==> src/rtl/fuse_seq_pkg.sv <==
package fuse_seq_pkg;
  typedef enum logic [2:0] {
    OP_NONE      = 3'd0,
    OP_PWR_ON    = 3'd1,
    OP_ARRAY_RD  = 3'd2,
    OP_MARGIN_RD = 3'd3,
    OP_PROG      = 3'd4,
    OP_REFRESH   = 3'd5
  } fuse_op_e;

  typedef enum logic [1:0] {
    ADDR_ZERO = 2'd0,
    ADDR_ROW  = 2'd1,
    ADDR_BIT  = 2'd2
  } addr_sel_e;

  typedef enum logic [3:0] {
    S_IDLE,
    S_PWR,
    S_ARD,
    S_ARD_WAIT,
    S_PROG,
    S_MRD,
    S_MRD_WAIT,
    S_REF,
    S_REF_WAIT
  } seq_state_e;
endpackage

==> src/rtl/fuse_bit_walker.sv <==
module fuse_bit_walker #(
  parameter int DATA_W = 32,
  localparam int IDX_W = $clog2(DATA_W)
) (
  input  logic              clk_i,
  input  logic              rst_ni,
  input  logic              load_i,
  input  logic [DATA_W-1:0] mask_i,
  input  logic              step_i,
  output logic              cur_set_o,
  output logic              last_o,
  output logic [IDX_W-1:0]  idx_o
);
  logic [DATA_W-1:0] mask_q;
  logic [IDX_W-1:0]  idx_q;

  always_ff @(posedge clk_i or negedge rst_ni) begin
    if (!rst_ni) begin
      mask_q <= '0;
      idx_q  <= '0;
    end else if (load_i) begin
      mask_q <= mask_i;
      idx_q  <= '0;
    end else if (step_i) begin
      idx_q  <= idx_q + 1'b1;
    end
  end

  assign cur_set_o = mask_q[idx_q];
  assign last_o    = (idx_q == IDX_W'(DATA_W - 1));
  assign idx_o     = idx_q;
endmodule

==> src/rtl/fuse_cmd_addr.sv <==
module fuse_cmd_addr
  import fuse_seq_pkg::*;
#(
  parameter int WORD_W = 6,
  parameter int BIT_W  = 5,
  localparam int ADDR_W = BIT_W + WORD_W + 1
) (
  input  addr_sel_e         sel_i,
  input  logic [WORD_W-1:0] word_i,
  input  logic              row_i,
  input  logic [BIT_W-1:0]  bit_i,
  output logic [ADDR_W-1:0] addr_o
);
  always_comb begin
    unique case (sel_i)
      ADDR_ROW: addr_o = {{BIT_W{1'b0}}, word_i, row_i};
      ADDR_BIT: addr_o = {bit_i, word_i, row_i};
      default:  addr_o = '0;
    endcase
  end
endmodule

==> src/rtl/fuse_verify_tally.sv <==
module fuse_verify_tally #(
  parameter int DATA_W = 32
) (
  input  logic              clk_i,
  input  logic              rst_ni,
  input  logic              clear_i,
  input  logic              judge_i,
  input  logic [DATA_W-1:0] expect_i,
  input  logic [DATA_W-1:0] readback_i,
  input  logic              finish_i,
  output logic [1:0]        fail_cnt_o,
  output logic              error_o
);
  logic [1:0] cnt_q;
  logic       err_q;
  logic       row_bad;

  assign row_bad = ((expect_i & readback_i) != expect_i);

  always_ff @(posedge clk_i or negedge rst_ni) begin
    if (!rst_ni) begin
      cnt_q <= '0;
      err_q <= 1'b0;
    end else if (clear_i) begin
      cnt_q <= '0;
      err_q <= 1'b0;
    end else begin
      if (judge_i && row_bad && cnt_q != 2'd3) cnt_q <= cnt_q + 2'd1;
      if (finish_i) err_q <= (cnt_q >= 2'd2);
    end
  end

  assign fail_cnt_o = cnt_q;
  assign error_o    = err_q;
endmodule

==> src/rtl/fuse_word_prog_seq.sv <==
module fuse_word_prog_seq
  import fuse_seq_pkg::*;
#(
  parameter int DATA_W = 32,
  parameter int WORD_W = 6,
  localparam int BIT_W  = $clog2(DATA_W),
  localparam int ADDR_W = BIT_W + WORD_W + 1
) (
  input  logic              clk_i,
  input  logic              rst_ni,
  input  logic              start_i,
  input  logic [WORD_W-1:0] word_idx_i,
  input  logic [DATA_W-1:0] value_i,
  input  logic              busy_i,
  input  logic [DATA_W-1:0] rd_data_i,
  output logic              cmd_valid_o,
  output logic [2:0]        cmd_op_o,
  output logic [ADDR_W-1:0] cmd_addr_o,
  output logic              done_o,
  output logic              error_o,
  output logic [1:0]        fail_cnt_o
);
  seq_state_e        state_q, state_d;
  logic [WORD_W-1:0] word_q;
  logic [DATA_W-1:0] value_q;
  logic              row_q, row_d;
  logic              cmd_valid_q, done_q;
  fuse_op_e          cmd_op_q;
  logic [ADDR_W-1:0] cmd_addr_q;

  logic              ready;
  logic              issue, accept, walk_load, walk_step, judge, finish;
  fuse_op_e          issue_op;
  addr_sel_e         addr_sel;
  logic [ADDR_W-1:0] issue_addr;
  logic [DATA_W-1:0] prog_mask;
  logic              bit_set, bit_last;
  logic [BIT_W-1:0]  bit_idx;

  // one guard cycle after each trigger covers busy's rise latency
  assign ready     = !busy_i && !cmd_valid_q;
  assign prog_mask = value_q & ~rd_data_i;

  fuse_bit_walker #(.DATA_W(DATA_W)) u_walker (
    .clk_i     (clk_i),
    .rst_ni    (rst_ni),
    .load_i    (walk_load),
    .mask_i    (prog_mask),
    .step_i    (walk_step),
    .cur_set_o (bit_set),
    .last_o    (bit_last),
    .idx_o     (bit_idx)
  );

  fuse_cmd_addr #(.WORD_W(WORD_W), .BIT_W(BIT_W)) u_addr (
    .sel_i  (addr_sel),
    .word_i (word_q),
    .row_i  (row_q),
    .bit_i  (bit_idx),
    .addr_o (issue_addr)
  );

  fuse_verify_tally #(.DATA_W(DATA_W)) u_tally (
    .clk_i      (clk_i),
    .rst_ni     (rst_ni),
    .clear_i    (accept),
    .judge_i    (judge),
    .expect_i   (value_q),
    .readback_i (rd_data_i),
    .finish_i   (finish),
    .fail_cnt_o (fail_cnt_o),
    .error_o    (error_o)
  );

  always_comb begin
    state_d   = state_q;
    row_d     = row_q;
    issue     = 1'b0;
    issue_op  = OP_NONE;
    addr_sel  = ADDR_ZERO;
    accept    = 1'b0;
    walk_load = 1'b0;
    walk_step = 1'b0;
    judge     = 1'b0;
    finish    = 1'b0;
    unique case (state_q)
      S_IDLE: if (start_i) begin
        accept  = 1'b1;
        row_d   = 1'b0;
        state_d = S_PWR;
      end
      S_PWR: if (ready) begin
        issue    = 1'b1;
        issue_op = OP_PWR_ON;
        state_d  = S_ARD;
      end
      S_ARD: if (ready) begin
        issue    = 1'b1;
        issue_op = OP_ARRAY_RD;
        addr_sel = ADDR_ROW;
        state_d  = S_ARD_WAIT;
      end
      S_ARD_WAIT: if (ready) begin
        walk_load = 1'b1;
        state_d   = (prog_mask == '0) ? S_MRD : S_PROG;
      end
      S_PROG: begin
        addr_sel = ADDR_BIT;
        if (!bit_set) begin
          walk_step = 1'b1;
        end else if (ready) begin
          issue     = 1'b1;
          issue_op  = OP_PROG;
          walk_step = 1'b1;
        end
        if (walk_step && bit_last) state_d = S_MRD;
      end
      S_MRD: if (ready) begin
        issue    = 1'b1;
        issue_op = OP_MARGIN_RD;
        addr_sel = ADDR_ROW;
        state_d  = S_MRD_WAIT;
      end
      S_MRD_WAIT: if (ready) begin
        judge = 1'b1;
        if (!row_q) begin
          row_d   = 1'b1;
          state_d = S_PWR;
        end else begin
          state_d = S_REF;
        end
      end
      S_REF: if (ready) begin
        issue    = 1'b1;
        issue_op = OP_REFRESH;
        state_d  = S_REF_WAIT;
      end
      S_REF_WAIT: if (ready) begin
        finish  = 1'b1;
        state_d = S_IDLE;
      end
      default: state_d = S_IDLE;
    endcase
  end

  always_ff @(posedge clk_i or negedge rst_ni) begin
    if (!rst_ni) begin
      state_q     <= S_IDLE;
      row_q       <= 1'b0;
      word_q      <= '0;
      value_q     <= '0;
      cmd_valid_q <= 1'b0;
      cmd_op_q    <= OP_NONE;
      cmd_addr_q  <= '0;
      done_q      <= 1'b0;
    end else begin
      state_q     <= state_d;
      row_q       <= row_d;
      cmd_valid_q <= issue;
      done_q      <= finish;
      if (accept) begin
        word_q  <= word_idx_i;
        value_q <= value_i;
      end
      if (issue) begin
        cmd_op_q   <= issue_op;
        cmd_addr_q <= issue_addr;
      end
    end
  end

  assign cmd_valid_o = cmd_valid_q;
  assign cmd_op_o    = cmd_op_q;
  assign cmd_addr_o  = cmd_addr_q;
  assign done_o      = done_q;
endmodule

==> config.mk <==
export PLATFORM = sky130hd
export DESIGN_NAME = fuse_word_prog_seq
export DESIGN_NICKNAME = d
export VERILOG_FILES = /design/src/rtl/fuse_seq_pkg.sv /design/src/rtl/fuse_bit_walker.sv /design/src/rtl/fuse_cmd_addr.sv /design/src/rtl/fuse_verify_tally.sv /design/src/rtl/fuse_word_prog_seq.sv
export SDC_FILE = /design/constraint.sdc
export NUM_CORES = 1
export LEC_CHECK = 0
export BUFFER_PORTS_ARGS = -buffer_cell sky130_fd_sc_hd__buf_4
export CAP_MARGIN = 10
export CORE_AREA = 3 3 95 97
export DETAILED_ROUTE_END_ITERATION = 10
export DIE_AREA = 0 0 98 100
export PLACE_DENSITY = 0.79
export SLEW_MARGIN = 25
export SYNTH_ARGS = -nofsm -noshare
export SYNTH_HDL_FRONTEND = slang
export SYNTH_SLANG_ARGS = --single-unit
==> constraint.sdc <==
create_clock -name clk_i -period 7.3 [get_ports clk_i]
set_clock_uncertainty 0.05 [all_clocks]
set_input_delay 1.095 -clock clk_i [delete_from_list [all_inputs] [get_ports clk_i]]
set_output_delay 1.095 -clock clk_i [all_outputs]
set_load 0.1 [all_outputs]
# Word-level counts from Yosys, hierarchy flattened
# Index checks and enable logic that the tools add are counted.
[word_totals]
word_cells = 101
regBits = 100
[op_classes]
n_eq_ne = 22
n_mux = 44
n_reduce_logical = 16
n_lt_le_gt_ge = 2
addsub = 2
bitwise_logic = 3
[op_table]
columns = ["operator", "count"]
rows = [
  ["$and 32x32->32", 2],
  ["$mux 4", 9],
  ["$pmux 4 s9", 1],
  ["$logic_not 32->1", 1],
  ["$ne 32x32->1", 1],
  ["$not 32->32", 1],
  ["$pmux 12 s2", 1],
  ["$ne 2x2->1 const B", 10],
  ["$mux 1", 18],
  ["$eq 4x3->1 const B", 4],
  ["$pmux 3 s5", 1],
  ["$mux 3", 4],
  ["$mux 5", 2],
  ["$reduce_and 9->1", 1],
  ["$eq 4x2->1 const B", 2],
  ["$mux 2", 4],
  ["$reduce_bool 2->1", 4],
  ["$lt 5x6->1 const B", 1],
  ["$add 5x1->5 const B", 1],
  ["$bmux 1 s5", 1],
  ["$eq 5x5->1 const B", 1],
  ["$eq 4x1->1 const B", 1],
  ["$eq 4x4->1 const B", 1],
  ["$logic_and 1x1->1", 4],
  ["other kinds (11)", 13],
]

# Longest topological paths before layout
[depth]
word_depth = 8
ltp_mapped = 11
mapped_depth_nobuf = 10

# Cells and area by module
# Synthesis repeated with hierarchy kept, for this count alone.
[unflattened]
cells_unflattened = 436
hier_area_um2 = 5047.3
[modules_own_cells]
columns = ["module", "cells_each", "n_inst", "area_each_um2"]
rows = [
  ["fuse_word_prog_seq", 226, 1, 2755.1],
  ["fuse_bit_walker", 129, 1, 1736.7],
  ["fuse_verify_tally", 64, 1, 425.4],
  ["fuse_cmd_addr", 17, 1, 130.1],
]

# Worst setup path before layout
# OpenSTA, ideal clock, no wires.
[synth_timing]
kind = "input to register"
from = "input port busy_i"
to = "register cmd_addr_q[0] (netlist: cmd_addr_o[0])"
slack_ns = 4.026
arrival_time_ns = 3.155
path_stages = 8
setup_ns = 0.069
path_buffers = 1
t_required_ns = 7.181
cell_sequence = "or2_2 clkbuf_1 nor2_1 a21boi_0 ha_1 or3_1 o31ai_4 a22o_1"
[synth_via]
elab_chain_len = 6
word_cells_on_any_way = 10
classes_between = "2 x eq/ne; 6 x mux; 2 x reduce/logical"
[synth_rtl]
columns = ["element", "line_no", "rtl"]
rows = [
  ["start, declared", "fuse_word_prog_seq.sv:14", "input logic busy_i,"],
  ["$logic_not 1->1 (*)", "fuse_word_prog_seq.sv:41", "assign ready = !busy_i && !cmd_valid_q;"],
  ["$logic_and 1x1->1 (*)", "fuse_word_prog_seq.sv:41", ""],
  ["$mux 1", "n/a", ""],
  ["$pmux 2 s2", "fuse_word_prog_seq.sv:86", "unique case (state_q)"],
  ["$eq 2x2->1 / $eq 2x1->1 (equally long branches)", "fuse_cmd_addr.sv:15", "unique case (sel_i)"],
  ["$pmux 12 s2", "fuse_cmd_addr.sv:15", ""],
  ["end signal, assigned", "fuse_word_prog_seq.sv:167", "cmd_addr_q <= issue_addr;"],
  ["end, declared", "fuse_word_prog_seq.sv:29", "logic [ADDR_W-1:0] cmd_addr_q;"],
]
# Every way passes the cells marked *; elsewhere a longest branch is shown, timed or not.
# A chain may end at the register's enable or synchronous reset.

# Final worst setup path
[layout_timing]
from = "input port busy_i"
to = "register cmd_addr_q[3] (netlist: cmd_addr_o[3])"
# The elaborated chain is that of the path after synthesis.

==> flow_summary.ini <==
[power_and_ir_drop]
power_density_nw_per_um2 = 439
ir_drop_uv = 210
leakage_nw = 2.72

[synthesis]
yosys_warnings = 0
synth_top_area_frac = 0.532
syn_nets = 468
synth_edf_count = 0
yosys_register_bits = 100
synth_top_area_cell = dfrtp_1
syn-instance-count = 388
yosys_most_used_dff = dfrtp_1
yosys.cell_types.count = 45
synthArstFlopShare = 1.00
ys_top_cells_by_area = dfrtp_1, mux2_2, nor2b_1, mux2i_1, nand2_1
seq_area_frac_synth = 0.532
synth_area_per_cell_um2 = 12.1
syn-cell-area_um2 = 4700

[clock_network]
clock_latency_ps = 360
cts_resized = 0
postCtsSetupBuffers = 0
cts_buffers = 9
numClockSinks = 100
clock_path_buffers = 2
clock-root-buffer = clkbuf_8
h-tree-depth = 3
cts_hold_buffers = 0
cts_tree = built
path_clk_slew_ps = 100

[worst_setup_path]
reg2reg_depth = 6
r2r_start = u_walker.idx_o[1]
critPathMaxFanout = 8
end_kind = register
cp.arrival_ps = 3450
cp-start-kind = input port
cp_top_family = simple AND/OR/NAND/NOR gates
required_ps = 7550
crit_buf_inv = 1
cp_cell_sequence = buf_4 -> or2_2 -> nor2_1 -> a21boi_0 -> ha_1 -> or3_1 -> o31ai_4 -> a22o_1
reg2reg_slack_ps = 4470
worstReg2RegEnd = u_walker.idx_o[1]
crit_type = in2reg
cpMaxStageDelayCell = or3_1
cpPeakStageDelay_ps = 430

[timing]
clock.fmax_mhz = 313
slew_viol_final = 0
fin_tns_setup_ps = 0
tightest_slew_ps = 979
rsz0062_at_grt = false
min_period_over_period = 0.438
setup_viol_count_final = 0
layout_min_cycle_time_ps = 3200
relSlewSlack = 0.347
finalHoldViolCount = 0

[worst_hold_path]
min_to = u_walker.mask_q[1]
min_from = u_walker.mask_q[1]
min_path_cells = 2
min_path_type = reg2reg

[run_status]
run_status = finished, final reports clean

[finish]
drive_gt1_frac = 0.395
final_area_um2 = 5660
synthToLayoutAreaGrowth_pct = 20.4
nets = 553
antennaDiodeCount = 0
final_common_cell = dfrtp_1
most-common-layout-cells = dfrtp_1, buf_4, mux2_2, nor2b_1, nand2_1

[drt]
antenna_left = 0
route.detailed.drc = 0
first_pass_iters = 5
via_count = 3234
wl_per_cell_um = 16.4
viasPerCell = 5.55
routed_wl_um = 9560
drt_iter0_drc = 163

[floorplanning]
die_w_um = 98
die_height_um = 100
dieArea_um2 = 9800
io_pins = 94
start_util = 0.573
row_count = 33
core_um2 = 8220

[run]
cap_viol_max_count = 0

[global_route]
overflow = 0
grt_max_degree = 85
grt_first_pass_wirelength_um = 16600
first_global_vias = 3466
grt_usage = 0.209
grt_antenna_before_repair = 0

[place]
post-dp-hpwl_um = 6910
gp_congestion = 0.834
portBuffers = 93
dpl_cell_area_um2 = 5450
## synth_stat cells, types with 2 or more instances
cell      count
a211oi_1      2
a21o_1        2
a21oi_1       5
a22o_1        7
a22oi_1       2
and3_1        2
buf_1         3
buf_2         2
buf_6         2
clkbuf_1     13
dfrtp_1     100
ha_1          6
inv_1        16
mux2_2       67
mux2i_1      19
mux4_2        4
nand2_1      27
nand2b_1      6
nand3_1       5
nand3b_1      2
nand4_1       4
nor2_1       14
nor2b_1      32
nor4_1        8
o21ai_0      11
o21bai_1      2
o221ai_1      2
o31ai_1       2
or2_2         4
or3_1         2
## per-layer routing
| metal | vias up | track usage | wire [um] |
|---|---|---|---|
| met5 | - | 0 | 0 |
| met1 | 1607 | 0.276 | 4110 |
| met3 | 12 | 0.0354 | 406 |
| met2 | 75 | 0.359 | 4920 |
| met4 | 0 | 0.0618 | 124 |
| li1 | 1540 | - | - |
## where the power goes
part           total (mW)  switching (mW)  internal, mW
Clock               0.373           0.193         0.180
Sequential          0.998           0.198         0.800
Combinational        1.12           0.645         0.471
Total                2.49            1.04          1.45
## worst max-delay path by stage
stage / startpoint / depth (start not counted) / endpoint
4_1_cts: busy_i / 8 / cmd_addr_o[3]
2_1_floorplan: busy_i / 8 / cmd_addr_o[0]
3_5_place_dp: busy_i / 8 / cmd_addr_o[3]
5_1_grt: busy_i / 8 / cmd_addr_o[3]
6_report: busy_i / 8 / cmd_addr_o[3]
3_3_place_gp: busy_i / 8 / cmd_addr_o[3]
## metrics by stage
step	power (mW)	hold slack, ps	util	worst slack [ps]	cells
3_5_place_dp	2.13	422	0.663	3750	567
5_1_grt	2.66	472	0.689	3960	583
4_1_cts	2.51	445	0.689	4130	583
3_3_place_gp	2.08	414	0.663	3870	567
2_1_floorplan	1.87	396	-	4030	388
6_report	2.49	442	0.689	4100	583
## worst min-delay path, stage by stage (launching register included)
cell     delay [ps]
dfrtp_1         350
nand2_1          50
o21ai_0          60
## state kept, by name (all words and copies together) (netlist names), 2 cells and up
register / cells
cmd_op_o: 3
u_tally.fail_cnt_o: 2
word_q: 6
u_walker.mask_q: 32
cmd_addr_o: 12
state_q: 4
value_q: 32
u_walker.idx_o: 5
## logic make-up (layout without fill, tap and decap cells)
logic type	Yosys count	count (layout)	share of synthesized area
multiplexers	90	90	0.220
AND/OR/NAND/NOR	109	109	0.123
XOR/XNOR	1	1	0.00186
adder cells (fa/ha/maj)	6	6	0.0160
AO/OA/AOI/OAI	45	45	0.0731
buffers and inverters	37	127	0.0340
flip-flops	100	100	0.532
## cell type report
type                            instances  area (um2)
Inverter                               16        60.1
Multi-Input combinational cell        251        2040
Clock inverter                          4        55.1
Tap cell                              105         131
Sequential cell                       100        2500
Clock buffer                           12         155
Timing Repair Buffer                   95         717
Fill cell                             628        2550
No activity file was read; power rests on OpenSTA's default activity.
